**config.mk**
```make
export PLATFORM = sky130hd
export DESIGN_NAME = twostage_watchdog
export DESIGN_NICKNAME = d
export VERILOG_FILES = /design/src/rtl/wdog_pkg.sv /design/src/rtl/wdog_count.sv /design/src/rtl/wdog_ctrl.sv /design/src/rtl/twostage_watchdog.sv
export SDC_FILE = /design/constraint.sdc
export NUM_CORES = 1
export LEC_CHECK = 0
export BUFFER_PORTS_ARGS = -buffer_cell sky130_fd_sc_hd__buf_2
export CAP_MARGIN = 20
export CELL_PAD_IN_SITES_DETAIL_PLACEMENT = 2
export CELL_PAD_IN_SITES_GLOBAL_PLACEMENT = 2
export CORE_UTILIZATION = 28
export CTS_CLUSTER_DIAMETER = 120
export CTS_CLUSTER_SIZE = 25
export DETAILED_ROUTE_END_ITERATION = 12
export PLACE_DENSITY_LB_ADDON = 0.25
export SLEW_MARGIN = 20
export SYNTH_ARGS = -nofsm -noshare
export SYNTH_HDL_FRONTEND = slang
export SYNTH_SLANG_ARGS = --single-unit
```
**constraint.sdc**
```tcl
create_clock -name clk -period 2.15 [get_ports clk]
set_input_delay 0 -clock clk [delete_from_list [all_inputs] [get_ports clk]]
set_output_delay 0 -clock clk [all_outputs]
set_load 0.005 [all_outputs]
```
**src/rtl/wdog_pkg.sv**
```systemverilog
package wdog_pkg;
  localparam int SEL_W = 4;

  typedef struct packed {
    logic             load;
    logic             step;
    logic [SEL_W-1:0] loadSel;
  } cntCmd_t;
endpackage

```
**src/rtl/wdog_count.sv**
```systemverilog
module wdog_count
  import wdog_pkg::*;
#(
  parameter int BASE_LOG2 = 16,
  localparam int CNT_W = BASE_LOG2 + (1 << SEL_W)
) (
  input  logic    clk,
  input  logic    rstN,
  input  cntCmd_t cmd,
  output logic    atLast
);
  logic [CNT_W-1:0] count;

  function automatic logic [CNT_W-1:0] periodOf(input logic [SEL_W-1:0] sel);
    return CNT_W'(1) << (BASE_LOG2 + int'(sel));
  endfunction

  always_ff @(posedge clk or negedge rstN) begin
    if (!rstN)          count <= periodOf('0);
    else if (cmd.load)  count <= periodOf(cmd.loadSel);
    else if (cmd.step)  count <= count - CNT_W'(1);
  end

  assign atLast = (count == CNT_W'(1));

  AST_NEVER_ZERO: assert property (@(posedge clk) disable iff (!rstN)
    count != '0);
  AST_HOLD_IDLE: assert property (@(posedge clk) disable iff (!rstN)
    (!cmd.step && !cmd.load) |=> $stable(count));
endmodule

```
**src/rtl/wdog_ctrl.sv**
```systemverilog
module wdog_ctrl
  import wdog_pkg::*;
#(
  parameter int ADDR_W = 4
) (
  input  logic              clk,
  input  logic              rstN,
  input  logic [ADDR_W-1:0] regAddr,
  input  logic              regWe,
  input  logic [31:0]       regWdata,
  output logic [31:0]       regRdata,
  input  logic              restartReq,
  input  logic              irqClear,
  input  logic              atLast,
  output cntCmd_t           cmd,
  output logic              irqOut,
  output logic              sysResetOut
);
  logic             en, rsp, frz, irqPend, rstPulse;
  logic [SEL_W-1:0] top;
  logic             hit, softRst, tmo;

  assign hit     = regWe && (regAddr == '0);
  assign softRst = rstPulse;
  assign tmo     = en && atLast && !restartReq && !softRst;

  always_ff @(posedge clk or negedge rstN) begin
    if (!rstN) begin
      en <= 1'b0; rsp <= 1'b0; frz <= 1'b0; top <= '0;
      irqPend <= 1'b0; rstPulse <= 1'b0;
    end else if (softRst) begin
      en <= 1'b0; rsp <= 1'b0; frz <= 1'b0; top <= '0;
      irqPend <= 1'b0; rstPulse <= 1'b0;
    end else begin
      rstPulse <= 1'b0;
      if (hit) begin
        en  <= (frz && en) ? 1'b1 : regWdata[0];
        rsp <= regWdata[1];
        frz <= frz | regWdata[3];
        top <= regWdata[7:4];
      end
      if (restartReq)
        irqPend <= 1'b0;
      else if (tmo) begin
        if (!rsp || irqPend) rstPulse <= 1'b1;
        else                 irqPend  <= 1'b1;
      end else if (irqClear)
        irqPend <= 1'b0;
    end
  end

  always_comb begin
    cmd.load    = restartReq || softRst || tmo;
    cmd.step    = en;
    cmd.loadSel = softRst ? '0 : top;
  end

  assign regRdata    = (regAddr == '0) ? {24'b0, top, frz, 1'b0, rsp, en} : 32'b0;
  assign irqOut      = irqPend;
  assign sysResetOut = rstPulse;

  AST_RST_ONE_CYCLE: assert property (@(posedge clk) disable iff (!rstN)
    sysResetOut |=> !sysResetOut);
  AST_RST_CLEARS: assert property (@(posedge clk) disable iff (!rstN)
    sysResetOut |=> (regRdata[7:0] == 8'h00) && !irqOut);
  AST_FRZ_STICKY: assert property (@(posedge clk) disable iff (!rstN)
    (frz && !sysResetOut) |=> frz);
  AST_FRZ_KEEPS_EN: assert property (@(posedge clk) disable iff (!rstN)
    (frz && en && !sysResetOut) |=> en);
  AST_IRQ_HELD: assert property (@(posedge clk) disable iff (!rstN)
    (irqOut && !irqClear && !restartReq && !sysResetOut) |=> irqOut);
  AST_RST_NEEDS_EN: assert property (@(posedge clk) disable iff (!rstN)
    $rose(sysResetOut) |-> $past(en));
  AST_DIRECT_NO_IRQ: assert property (@(posedge clk) disable iff (!rstN)
    (!rsp && !irqOut && !hit) |=> !irqOut);
endmodule

```
**src/rtl/twostage_watchdog.sv**
```systemverilog
module twostage_watchdog
  import wdog_pkg::*;
#(
  parameter int BASE_LOG2 = 16,
  parameter int ADDR_W    = 4
) (
  input  logic              clk,
  input  logic              rstN,
  input  logic [ADDR_W-1:0] regAddr,
  input  logic              regWe,
  input  logic [31:0]       regWdata,
  output logic [31:0]       regRdata,
  input  logic              restartPulse,
  input  logic              irqClear,
  output logic              irqOut,
  output logic              sysResetOut
);
  cntCmd_t cmd;
  logic    atLast;

  wdog_ctrl #(.ADDR_W(ADDR_W)) i_ctrl (
    .clk(clk), .rstN(rstN), .regAddr(regAddr), .regWe(regWe),
    .regWdata(regWdata), .regRdata(regRdata), .restartReq(restartPulse),
    .irqClear(irqClear), .atLast(atLast), .cmd(cmd),
    .irqOut(irqOut), .sysResetOut(sysResetOut)
  );

  wdog_count #(.BASE_LOG2(BASE_LOG2)) i_count (
    .clk(clk), .rstN(rstN), .cmd(cmd), .atLast(atLast)
  );
endmodule

```
[After elaboration in Yosys (flattened, before gate mapping)]
Cells that the tools add are included.
Word-level totals
  word-level logic and storage cells: 51
  flip-flop bits (word level): 41
  input bits: 41
  output and inout port bits: 34
Cells by class
  eq/ne operators: 2
  multiplexer cells: 22
  add/sub/neg operators: 2
  reductions and logical operators: 16
  shift-type cells: 1
  bitwise operators: 1
Operators by type and width (number)
  two-way mux 32 bit: 2
  equality test 32 x 1 -> 1 bit (second input constant): 1
  left shift 1 x 32 -> 32 bit (first input constant): 1
  subtractor 32 x 1 -> 32 bit (second input constant): 1
  two-way mux 1 bit: 16
  two-way mux 4 bit: 3
  two-way mux 8 bit: 1
  adder 5 x 4 -> 6 bit (first input constant): 1
  logical AND 1 bit: 5
  zero test 4 bit: 1
  != test 4 x 3 -> 1 bit (second input constant): 1
  nonzero test 2 bit: 2
  nonzero test 4 bit: 1
  zero test 1 bit: 3
  logical OR 1 bit: 3
  AND reduction 2 bit: 1
  bitwise OR 1 bit: 1

[Depth between registers and ports, before layout]
Gate-level depths: netlist of the first run.
  depth in word-level cells: 7
  gate-level depth with buffers: 8
  gate-level depth less buffers: 7

[Modules after synthesis]
From an unflattened synthesis of the first run, not the netlist that was laid out.
Unflattened totals
  cell total of the unflattened synthesis: 296
  area total of the unflattened synthesis: 2657.5 um^2
By module, submodules not included
  wdog_count: area each 1944.4 um^2, cells each 218, sequential area each 802.0 um^2, instances 1
  wdog_ctrl: area each 713.2 um^2, cells each 78, sequential area each 225.2 um^2, instances 1

[Worst setup path before layout of the first run]
No wires, ideal clock.
  path type: flip-flop to flip-flop
  from: register i_count.count[27]
  to: register i_count.count[16]
  data required time: 2.075 ns
  arrival: 2.030 ns
  library setup time: 0.075 ns
  stages on the path, launching flop included: 8
  path buffers: 2
  slack: 0.046 ns
  period minus slack after synthesis: 2.104 ns
  path through: dfrtp_1 > or4_4 > or3_4 > nor2_2 > a311o_1 > buf_6 > buf_12 > mux2i_1
On the way
  cells in the longest elaborated chain, start to end: 6
  elaborated cells between the ends (all ways): 7
  classes of those cells: eq/ne (1); mux (1); reduce/logical (5)
Ends and longest elaborated chain
  start, declared: line wdog_count.sv:12  | logic [CNT_W-1:0] count;
  start signal, assigned: line wdog_count.sv:19  | if (!rstN) count <= periodOf('0);
  start signal, assigned: line wdog_count.sv:20  | else if (cmd.load) count <= periodOf(cmd.loadSel);
  start signal, assigned: line wdog_count.sv:21  | else if (cmd.step) count <= count - CNT_W'(1);
  equality test 32 x 1 -> 1 bit *: line wdog_count.sv:24  | assign atLast = (count == CNT_W'(1));
  logical AND 1 bit * (3 in a row): line wdog_ctrl.sv:25  | assign tmo = en && atLast && !restartReq && !softRst;
  logical OR 1 bit *: line wdog_ctrl.sv:53  | cmd.load = restartReq || softRst || tmo;
  two-way mux 32 bit / nonzero test 2 bit (equally long branches)
Every way passes the cells marked *; elsewhere a longest branch is shown, timed or not.
A chain may end at the register's enable or synchronous reset.

[Final worst setup path of the first run]
  from: register i_count.count[27]
  to: register i_count.count[17]
Same word-level chain as after synthesis.

==> reports/summary.md, run 1 <==
Antenna diode count: 0. The clock passes through at most 2 buffers. Sequential cells were found to cover 39.82% of the synthesized design area.

In this run the worst hold path is classified as in2reg. The number of buffers added by the clock tree synthesis step was 5; the final critical-path setup slack was -0.08981 ns. Endpoint class of the critical path: a flop. The H-tree was split into 2 levels.

The slowest stage of the critical path is the sky130_fd_sc_hd__or4_4 cell. The worst endpoint data arrival time is 2.45 ns, and the maximum VDD drop is 0.0004976 V. The logs give 2358 for the number of global-route vias before repair and -0.05242 ns for the worst setup slack after placement.

The tools report the post-detailed-placement cell area as 2848 um2. On the worst path, the slowest cell contributes a delay of 0.55 ns. In this run the static leakage power is 1.433 nW.

Summing all flip-flop and latch instances after layout gives 1028 um2. Adding up every negative setup slack in the final design gives -0.6884 ns. Summed over all layers, the routed wires come to 7348 um. The floorplan step set the die width to 97.99 um.

The tools report the area of the mapped netlist as 2580 um2. STA classifies the critical path startpoint as a flop. The per-cell via count in the routed design came out at 4.849. A synthesized cell averages 9.117 um2. The synthesized design contains 41 register bits. The critical path goes through or4_4 -> or3_4 -> nor2_4 -> a311o_1 -> buf_4 -> buf_12 -> mux2i_2.

The clock transition at the registers of the reported paths was 0.08 ns. The filler cells instantiated in the layout total 1015. 75 I/O pins were placed.

TritonCTS built the clock tree. The final reports fail on setup timing. The top cell types in the final layout, fill and taps aside, are 39 x sky130_fd_sc_hd__dfrtp_1, 32 x sky130_fd_sc_hd__nor2_1, 28 x sky130_fd_sc_hd__buf_4. For this block, the initial DRC count from the detailed router was 47. Commonest non-fill, non-tap cell in the layout: sky130_fd_sc_hd__dfrtp_1. The power density relative to cell area is 1483 nW/um2, and the worst max-slew margin expressed relative to the limit is 34.88%. Summing all multi-input logic gate instances after layout gives 1394 um2. Max-cap violations in this run came to 0.

For this run, the post-layout net count is 383. After synthesis, the netlist uses 44 different library cells. The non-filler instance count after layout was 449. The fraction of final layout cells sized beyond drive strength 1 was 22.29%. The number of antenna violations at the first check in global routing is 0. The count of buffers added on input and output ports is 24. The flow ran to the end, but the final reports show violations. The DRC violation count after routing was 0. The xor and xnor fraction of the mapped netlist area came out at 9.845%.

Setup repair after global routing could not meet its margin everywhere. In this run the remaining antenna-violating nets after routing total 0. The number of pins with negative max-slew slack in the final report came out at 0. Of all nets on the critical path, the largest fanout is 8. After routing the design area is 3152 um2. The floorplan has 34 rows.

Final hold violation count: 0. The simple logic cell fraction of the synthesized area works out to 27.93%. Entering global routing, the biggest net connects 42 pins. Global routing used 15.97% of the available tracks. The first detailed-routing pass took 4 iterations. The count of yosys warnings during synthesis is 0. Summing over every cut layer, the via total after detailed routing is 2177. For the post-route clock skew, the log shows 0.009427 ns. By area, the combinational part of the netlist is dominated by simple AND/OR/NAND/NOR gates.

The worst setup path is of the reg2reg kind. The logs give 0.30 ns for the clock latency on the worst-skew pair and 29.30% for the starting density of the core. The final worst-path cycle share was 104.2%; the adder-cell share of the synthesized area was 0.9699%. The floorplan step defined a die boundary enclosing 9602 um2. The floorplan step defined a core boundary enclosing 8806 um2. For the worst setup path, the data required time is 2.36 ns.

From synthesis to final layout, the design area changed by 22.16%. After legalization and detailed placement, the total HPWL measured 5189 um. The first global-routing pass estimated 12000 um of wire. The die is 97.99 um tall. Global routing finished with a remaining overflow of 0. For the final-report setup violation count, the log shows 15. After synthesis, the share of cell area in mux cells is 5.820%. The minimum clock period was 2.240 ns.

Summing internal, switching and leakage power gives 4.674 mW. Dividing the detail-routed wire length by the instance count gives 16.37 um. CTS saw 41 sinks. The maximum achievable frequency was 446.5 MHz.

Compound-cell area share of the yosys netlist: 4.171%. After detailed placement, the design holds a cell count of 425. The run gives 283 as the number of cells produced by synthesis.

For the pin with the worst max-slew slack, the measured transition is 0.9769 ns. The congestion estimate from routability-driven global placement came to 0.7276. CTS placed an instance of sky130_fd_sc_hd__clkbuf_8 at the clock tree root.
where the power goes:
group	leakage (nW)	total, mW	switching, mW	internal [mW]
clock network	0.0450	0.502	0.276	0.226
registers	0.544	1.38	0.321	1.06
logic	0.843	2.79	1.55	1.24
total	1.43	4.67	2.15	2.52
through the flow:
| step | utilization, % | hold WS [ns] |
|---|---|---|
| finish | 35.79 | 0.01499 |
| detailed placement | 32.34 | 0.2117 |
| CTS | 35.14 | 0.01952 |
| global route | 35.79 | 0.03768 |
| global placement | 32.34 | 0.2030 |
| floorplan | - | -0.2956 |
routing by layer:
layer / GRT usage [%] / part of all wire [%]
met5: 0 / 0
met4: 4.312 / 1.2
met3: 3.436 / 3.9
met2: 28.28 / 52
met1: 19.49 / 43
registers in the layout, summed over array words and instances (netlist names):
name                cells
i_count.count          32
i_ctrl.en               1
i_ctrl.frz              1
i_ctrl.irqOut           1
i_ctrl.rsp              1
i_ctrl.sysResetOut      1
i_ctrl.top              4
final cells by class:
type / count / area share (%)
multi-input combinational: 224 / 44.22
sequential: 41 / 32.63
timing repair buffer: 64 / 15.76
tap: 108 / 4.287
clock buffer: 6 / 2.303
inverter: 4 / 0.4764
clock inverter: 2 / 0.3176
worst paths after layout:
| path | startpoint | to | slack, ns | cells past startpoint |
|---|---|---|---|---|
| max | i_count.count[27] | i_count.count[17] | -0.09 | 7 |
| min | regWe | i_ctrl.rsp | 0.01 | 3 |
| max reg2reg | i_count.count[27] | i_count.count[17] | -0.09 | 7 |
| min reg2reg | i_ctrl.frz | i_ctrl.frz | 0.54 | 2 |
| max in group asynchronous | rstN | i_count.count[16] | 1.06 | 3 |
| min in group asynchronous | rstN | i_count.count[5] | 0.40 | 2 |
cell families after synthesis:
group                    after synthesis
adder cells (fa/ha/maj)                2
flip-flops                            41
XOR/XNOR                              29
AO/OA/AOI/OAI                         18
AND/OR/NAND/NOR                      135
buffers and inverters                 42
other                                  1
multiplexers                          15
Yosys cell counts, drive strengths merged:
| cell | n | area, um2 |
|---|---|---|
| dfrtp | 40 | 1001 |
| nor2 | 34 | 137.6 |
| buf | 30 | 246.5 |
| nand2 | 21 | 78.83 |
| xnor2 | 18 | 157.7 |
| nand3 | 17 | 85.08 |
| mux2i | 15 | 150.1 |
| nor3 | 12 | 60.06 |
| xor2 | 11 | 96.34 |
| nor4 | 10 | 68.81 |
| a21oi | 8 | 40.04 |
| and2 | 8 | 50.05 |
| clkbuf | 8 | 30.03 |
| nand4 | 8 | 50.05 |
| nor3b | 6 | 45.04 |
| inv | 4 | 15.01 |
| or3 | 4 | 30.03 |
| or4 | 4 | 37.53 |
| nand3b | 3 | 22.52 |
| nor2b | 3 | 18.77 |
| o21ai | 3 | 15.01 |
| a31oi | 2 | 12.51 |
| ha | 2 | 25.02 |
| a211oi | 1 | 7.510 |
| a221oi | 1 | 8.760 |
| a311o | 1 | 10.01 |
| and3 | 1 | 6.260 |
| and3b | 1 | 8.760 |
| and4 | 1 | 8.760 |
| conb | 1 | 3.750 |
| dfstp | 1 | 26.28 |
| nand2b | 1 | 6.260 |
| o211ai | 1 | 7.510 |
| o22ai | 1 | 6.260 |
| or2 | 1 | 6.260 |
worst max-delay path, delay by kind of cell (launching register included):
family / cells / cell delay, ns
AOI/OAI and AO/OA: 1 / 0.22
muxes: 1 / 0.21
and+or+nand+nor: 3 / 1.05
DFF: 1 / 0.40
buffers and inverters: 2 / 0.27
what timing repair did:
action | 4_1_cts | 5_1_grt
setup buffers | 2 | 4
setup endpoints to repair | 16 | 32
hold buffers | 8 | 0
resized for setup | 3 | 7
gates cloned | 2 | 0
endpoints found under the hold margin | 47 | 0
pin swaps | 1 | 1
(Power assumes the default switching activity.)
==> run 2, diff against run 1 <==
--- a/config.mk
+++ b/config.mk
@@ -5,11 +5,12 @@
 export SDC_FILE = /design/constraint.sdc
 export NUM_CORES = 1
 export LEC_CHECK = 0
+export ABC_AREA = 1
 export BUFFER_PORTS_ARGS = -buffer_cell sky130_fd_sc_hd__buf_2
 export CAP_MARGIN = 20
 export CELL_PAD_IN_SITES_DETAIL_PLACEMENT = 2
 export CELL_PAD_IN_SITES_GLOBAL_PLACEMENT = 2
-export CORE_UTILIZATION = 28
+export CORE_UTILIZATION = 26
 export CTS_CLUSTER_DIAMETER = 120
 export CTS_CLUSTER_SIZE = 25
 export DETAILED_ROUTE_END_ITERATION = 12
==> reports/summary.md, run 2 <==
The run finished, with violations left. The final reports fail on DRC. Compared with the post-synthesis result, the final layout area differs by 13.35%.

Clock latency on the worst-skew pair: 0.29 ns (about the same). i_count.count holds more flip-flops than any other register. The async set-or-reset flop fraction in the synthesized netlist came out at 100.0% (unchanged). Setup repair after global routing left no endpoint under its margin.

The run gives 18170 um (+51%) as the wire length of the first global-routing pass. The worst setup path is captured at a flop. The final critical-path setup slack was 0.2538 ns (+0.3436 ns); the residual overflow from global routing was 0 (unchanged).

The total buffers and inverters traversed by the critical path works out to 1 (-1). The number of enable-type register cells in the synthesized netlist was 0 (unchanged); the buffer levels on the longest clock path was 2 (unchanged). The number of antenna violations at the first check in global routing is 0 (unchanged). For the largest net degree at the start of global routing, the log shows 27 (-36%). The worst setup path is launched from a flop. The top cell types in the final layout, fill and taps aside, are 162 x sky130_fd_sc_hd__nand2_1, 106 x sky130_fd_sc_hd__nor2_1, 40 x sky130_fd_sc_hd__dfrtp_1. The worst hold path belongs to the class in2reg.

The minimum clock period is 1.896 ns (-0.3436 ns). The largest fanout on the critical path is 22 (+14), and the final antenna-violating net count is 0 (unchanged). The per-cell via count in the routed design came out at 4.712 (-2.8%). The number of buffers added by the clock tree synthesis step is 5 (unchanged). The tools report the buffers inserted during post-CTS setup optimization as 0 (-2). For the total detailed-routing wirelength, the log shows 10740 um (+46%).

The die height came out at 112.2 um (+15%). The DRC marker count from the first detailed-route iteration was 68 (+45%); the final worst-path cycle share was 88.19% (-16 points). The clock sink count was 41 (unchanged); the starting density of the core was 27.19% (-2.1 points). Leaving out fill and tap cells, the most frequent cell in the layout is sky130_fd_sc_hd__nand2_1.

The worst hold slack is 0.05251 ns (+0.03752 ns), and the count of yosys warnings during synthesis is 0 (unchanged). Summed over all instances, the cell type with the most area after synthesis is sky130_fd_sc_hd__dfrtp_1. The cell that appears most often on the critical path is sky130_fd_sc_hd__nand2_1. Area of the mapped netlist: 3158 um2 (+22%). For this run, the leading register cell type out of synthesis is sky130_fd_sc_hd__dfrtp_1. The run gives 4993 um (+59%) as the met1 wire length. The post-route clock skew was 0.007014 ns (-0.002413 ns). For the post-route cell area, the log shows 3580 um2 (+14%). The final standard cell utilization of the core was 30.82% (-5.0 points). Walking the worst path, the cells encountered are nor2_1 -> nand2_1 -> nor2_4 -> nand2_2 -> nor2_4 -> nor2_4 -> buf_4 -> nand2_1 -> nand2_1 -> nand2_1 -> nand2_1. The tools report the number of filler cells placed in the layout as 1454 (+43%). The count of state elements after synthesis was 41 (unchanged); the number of nets at the end of the flow was 579 (+51%). The level count of the clock H-tree is 2 (unchanged). The average cell area after synthesis is 6.354 um2 (-30%), and the full die area is 12590 um2 (+31%).

The portion of synthesized cell area occupied by the leading cell type was 31.70% (-7.1 points); the maximum achievable frequency was 527.4 MHz (+18%). The final-report setup violation count was 0 (-15); the final setup TNS was 0 ns (+0.6884 ns). The worst setup slack after placement was 0.2577 ns (+0.3101 ns); the antenna diode count was 0 (unchanged). The DRC violation count after routing was 1 (+1). The number of cell rows was 39 (+15%).

For the number of pins with negative max-slew slack in the final report, the log shows 0 (unchanged). Sequential share of the synthesized area: 32.53% (-7.3 points). The final hold violation count is 0 (unchanged), and the fraction of final layout cells sized beyond drive strength 1 is 11.55% (-11 points).

The tools report the number of cells produced by synthesis as 497 (+76%). Ranked by total cell area, the synthesized netlist is headed by sky130_fd_sc_hd__dfrtp_1 32%, sky130_fd_sc_hd__nand2_1 19%, sky130_fd_sc_hd__nor2_1 13%. The topmost layer with routed signal wires is met4. The number of flip-flops under the largest register name was 32 (unchanged); the wire length on met3 was 232 um (-20%).

The run gives 2.07 ns (-0.38 ns) as the worst endpoint data arrival time. The number of global-route vias before repair is 3493 (+48%), and the power density relative to cell area is 1360 nW/um2 (-8.3%). Critical path class: reg2reg. The maximum VDD drop is 0.0004990 V (+0.27%).

For the detailed placement HPWL, the log shows 8653 um (+67%). TritonCTS built the clock tree. The routed via count was 3204 (+47%).

The tools report the post-detailed-placement cell area as 3363 um2 (+18%). The die boundary width came out at 112.2 um (+15%). The delay of the slowest critical-path stage was 0.41 ns (-0.14 ns); the first-pass iteration count of the detailed router was 8 (+4). The detailed-route wire length per cell came out at 15.79 um (-3.5%).

The final RePlAce weighted congestion is 0.8267 (+14%). The leading cell type by number of instances after synthesis is sky130_fd_sc_hd__nand2_1. Clock transition at the registers of the reported paths: 0.06 ns (-0.02 ns). In the final layout, the registers with the most flip-flops are i_count.count x32, i_ctrl.top x4.

The core area was 11610 um2 (+32%). The leakage power is 1.913 nW (+34%), and the max-cap check violation count is 0 (unchanged). The number of top-level pins came out at 75 (unchanged). Counting instances in the post-synthesis netlist gives the leading cell types as 162 x sky130_fd_sc_hd__nand2_1, 106 x sky130_fd_sc_hd__nor2_1, 40 x sky130_fd_sc_hd__dfrtp_1, 39 x sky130_fd_sc_hd__inv_1, 26 x sky130_fd_sc_hd__buf_4. The root buffer cell was sky130_fd_sc_hd__clkbuf_16. On the critical path, the stage with the largest delay is an instance of sky130_fd_sc_hd__dfrtp_1. The overall fraction of global-route tracks in use was 18.47% (+2.5 points). The run gives 5363 um (+40%) as the met2 routed wirelength.

The cell family contributing the most delay on the critical path is simple AND/OR/NAND/NOR gates. The distinct cell type count of the synthesized netlist is 32 (-27%). Required time at the endpoint of the critical path: 2.32 ns (-0.04 ns). The number of I/O port buffers came out at 24 (unchanged).
-- run 2: cell types whose count changed after synthesis, sizes merged, moves of 6 or more --
| cell | before | now |
|---|---|---|
| mux2i | 15 | 0 |
| clkbuf | 8 | 2 |
| xnor2 | 18 | 5 |
| o21ai | 3 | 20 |
| nor3 | 12 | 4 |
| inv | 4 | 43 |
| nand2 | 21 | 168 |
| and2 | 8 | 1 |
| nand3 | 17 | 23 |
| nor2 | 34 | 116 |
-- run 2: kinds of logic (layout without fill, tap and decap cells) --
| group | count (synthesis) | in the layout | synth area share, % |
|---|---|---|---|
| other cells | 1 | 25 | 0.1187 |
| buf+inv | 80 | 96 | 13.91 |
| compound gates | 29 | 29 | 4.952 |
| simple gates | 332 | 332 | 44.37 |
| flops | 41 | 41 | 32.53 |
| xor+xnor | 12 | 12 | 3.328 |
| fa+ha+maj | 2 | 2 | 0.7923 |
-- run 2: metrics by stage --
stage                     instances  power (mW)
after floorplan                 521       3.286
after global placement          664       4.026
after detailed placement        664       4.151
after CTS                       680       4.952
after global routing            680       5.410
final                           680       4.869
-- run 2: power by group --
part	total, mW	internal [mW]	switching (mW)
Clock	0.753	0.433	0.320
Combinational	2.84	0.875	1.96
Sequential	1.28	1.01	0.265
-- run 2: worst paths after layout --
path	to	from	cells past startpoint	slack, ns
max in group asynchronous	i_count.count[16]	rstN	3	1.21
hold / removal	i_ctrl.irqOut	irqClear	6	0.05
setup reg to reg	i_count.count[29]	i_count.count[12]	11	0.25
hold reg to reg	i_count.count[16]	i_count.count[16]	2	0.51
setup / recovery	i_count.count[29]	i_count.count[12]	11	0.25
min in group asynchronous	i_count.count[2]	rstN	2	0.17
-- run 2: what timing repair did --
| action | 4_1_cts | 5_1_grt |
|---|---|---|
| hold buffers | 8 | 0 |
| gates resized for setup | 0 | 0 |
| hold endpoints to repair | 22 | 0 |
-- run 2: area by class of cell --
cell class	count	area, um2	share of cell area, %
Clock buffer	8	136.4	3.810
Inverter	44	165.2	4.614
Multi-Input combinational cell	400	1782	49.77
Sequential cell	41	1027	28.70
Tap cell	143	178.9	4.998
Timing Repair Buffer	44	290.3	8.109
-- run 2: tightest hold or removal path: cells and delay by family --
kind / cells / cell delay (ns)
and+or+nand+nor: 4 / 0.20
buffers and inverters: 2 / 0.11
-- run 2: per-layer routing --
layer / global-route usage (%) / vias to the layer above
met2: 32.84 / 50
met1: 23.43 / 1567
li1: - / 1574
met5: 0 / -
met4: 4.444 / 0
met3: 2.808 / 13
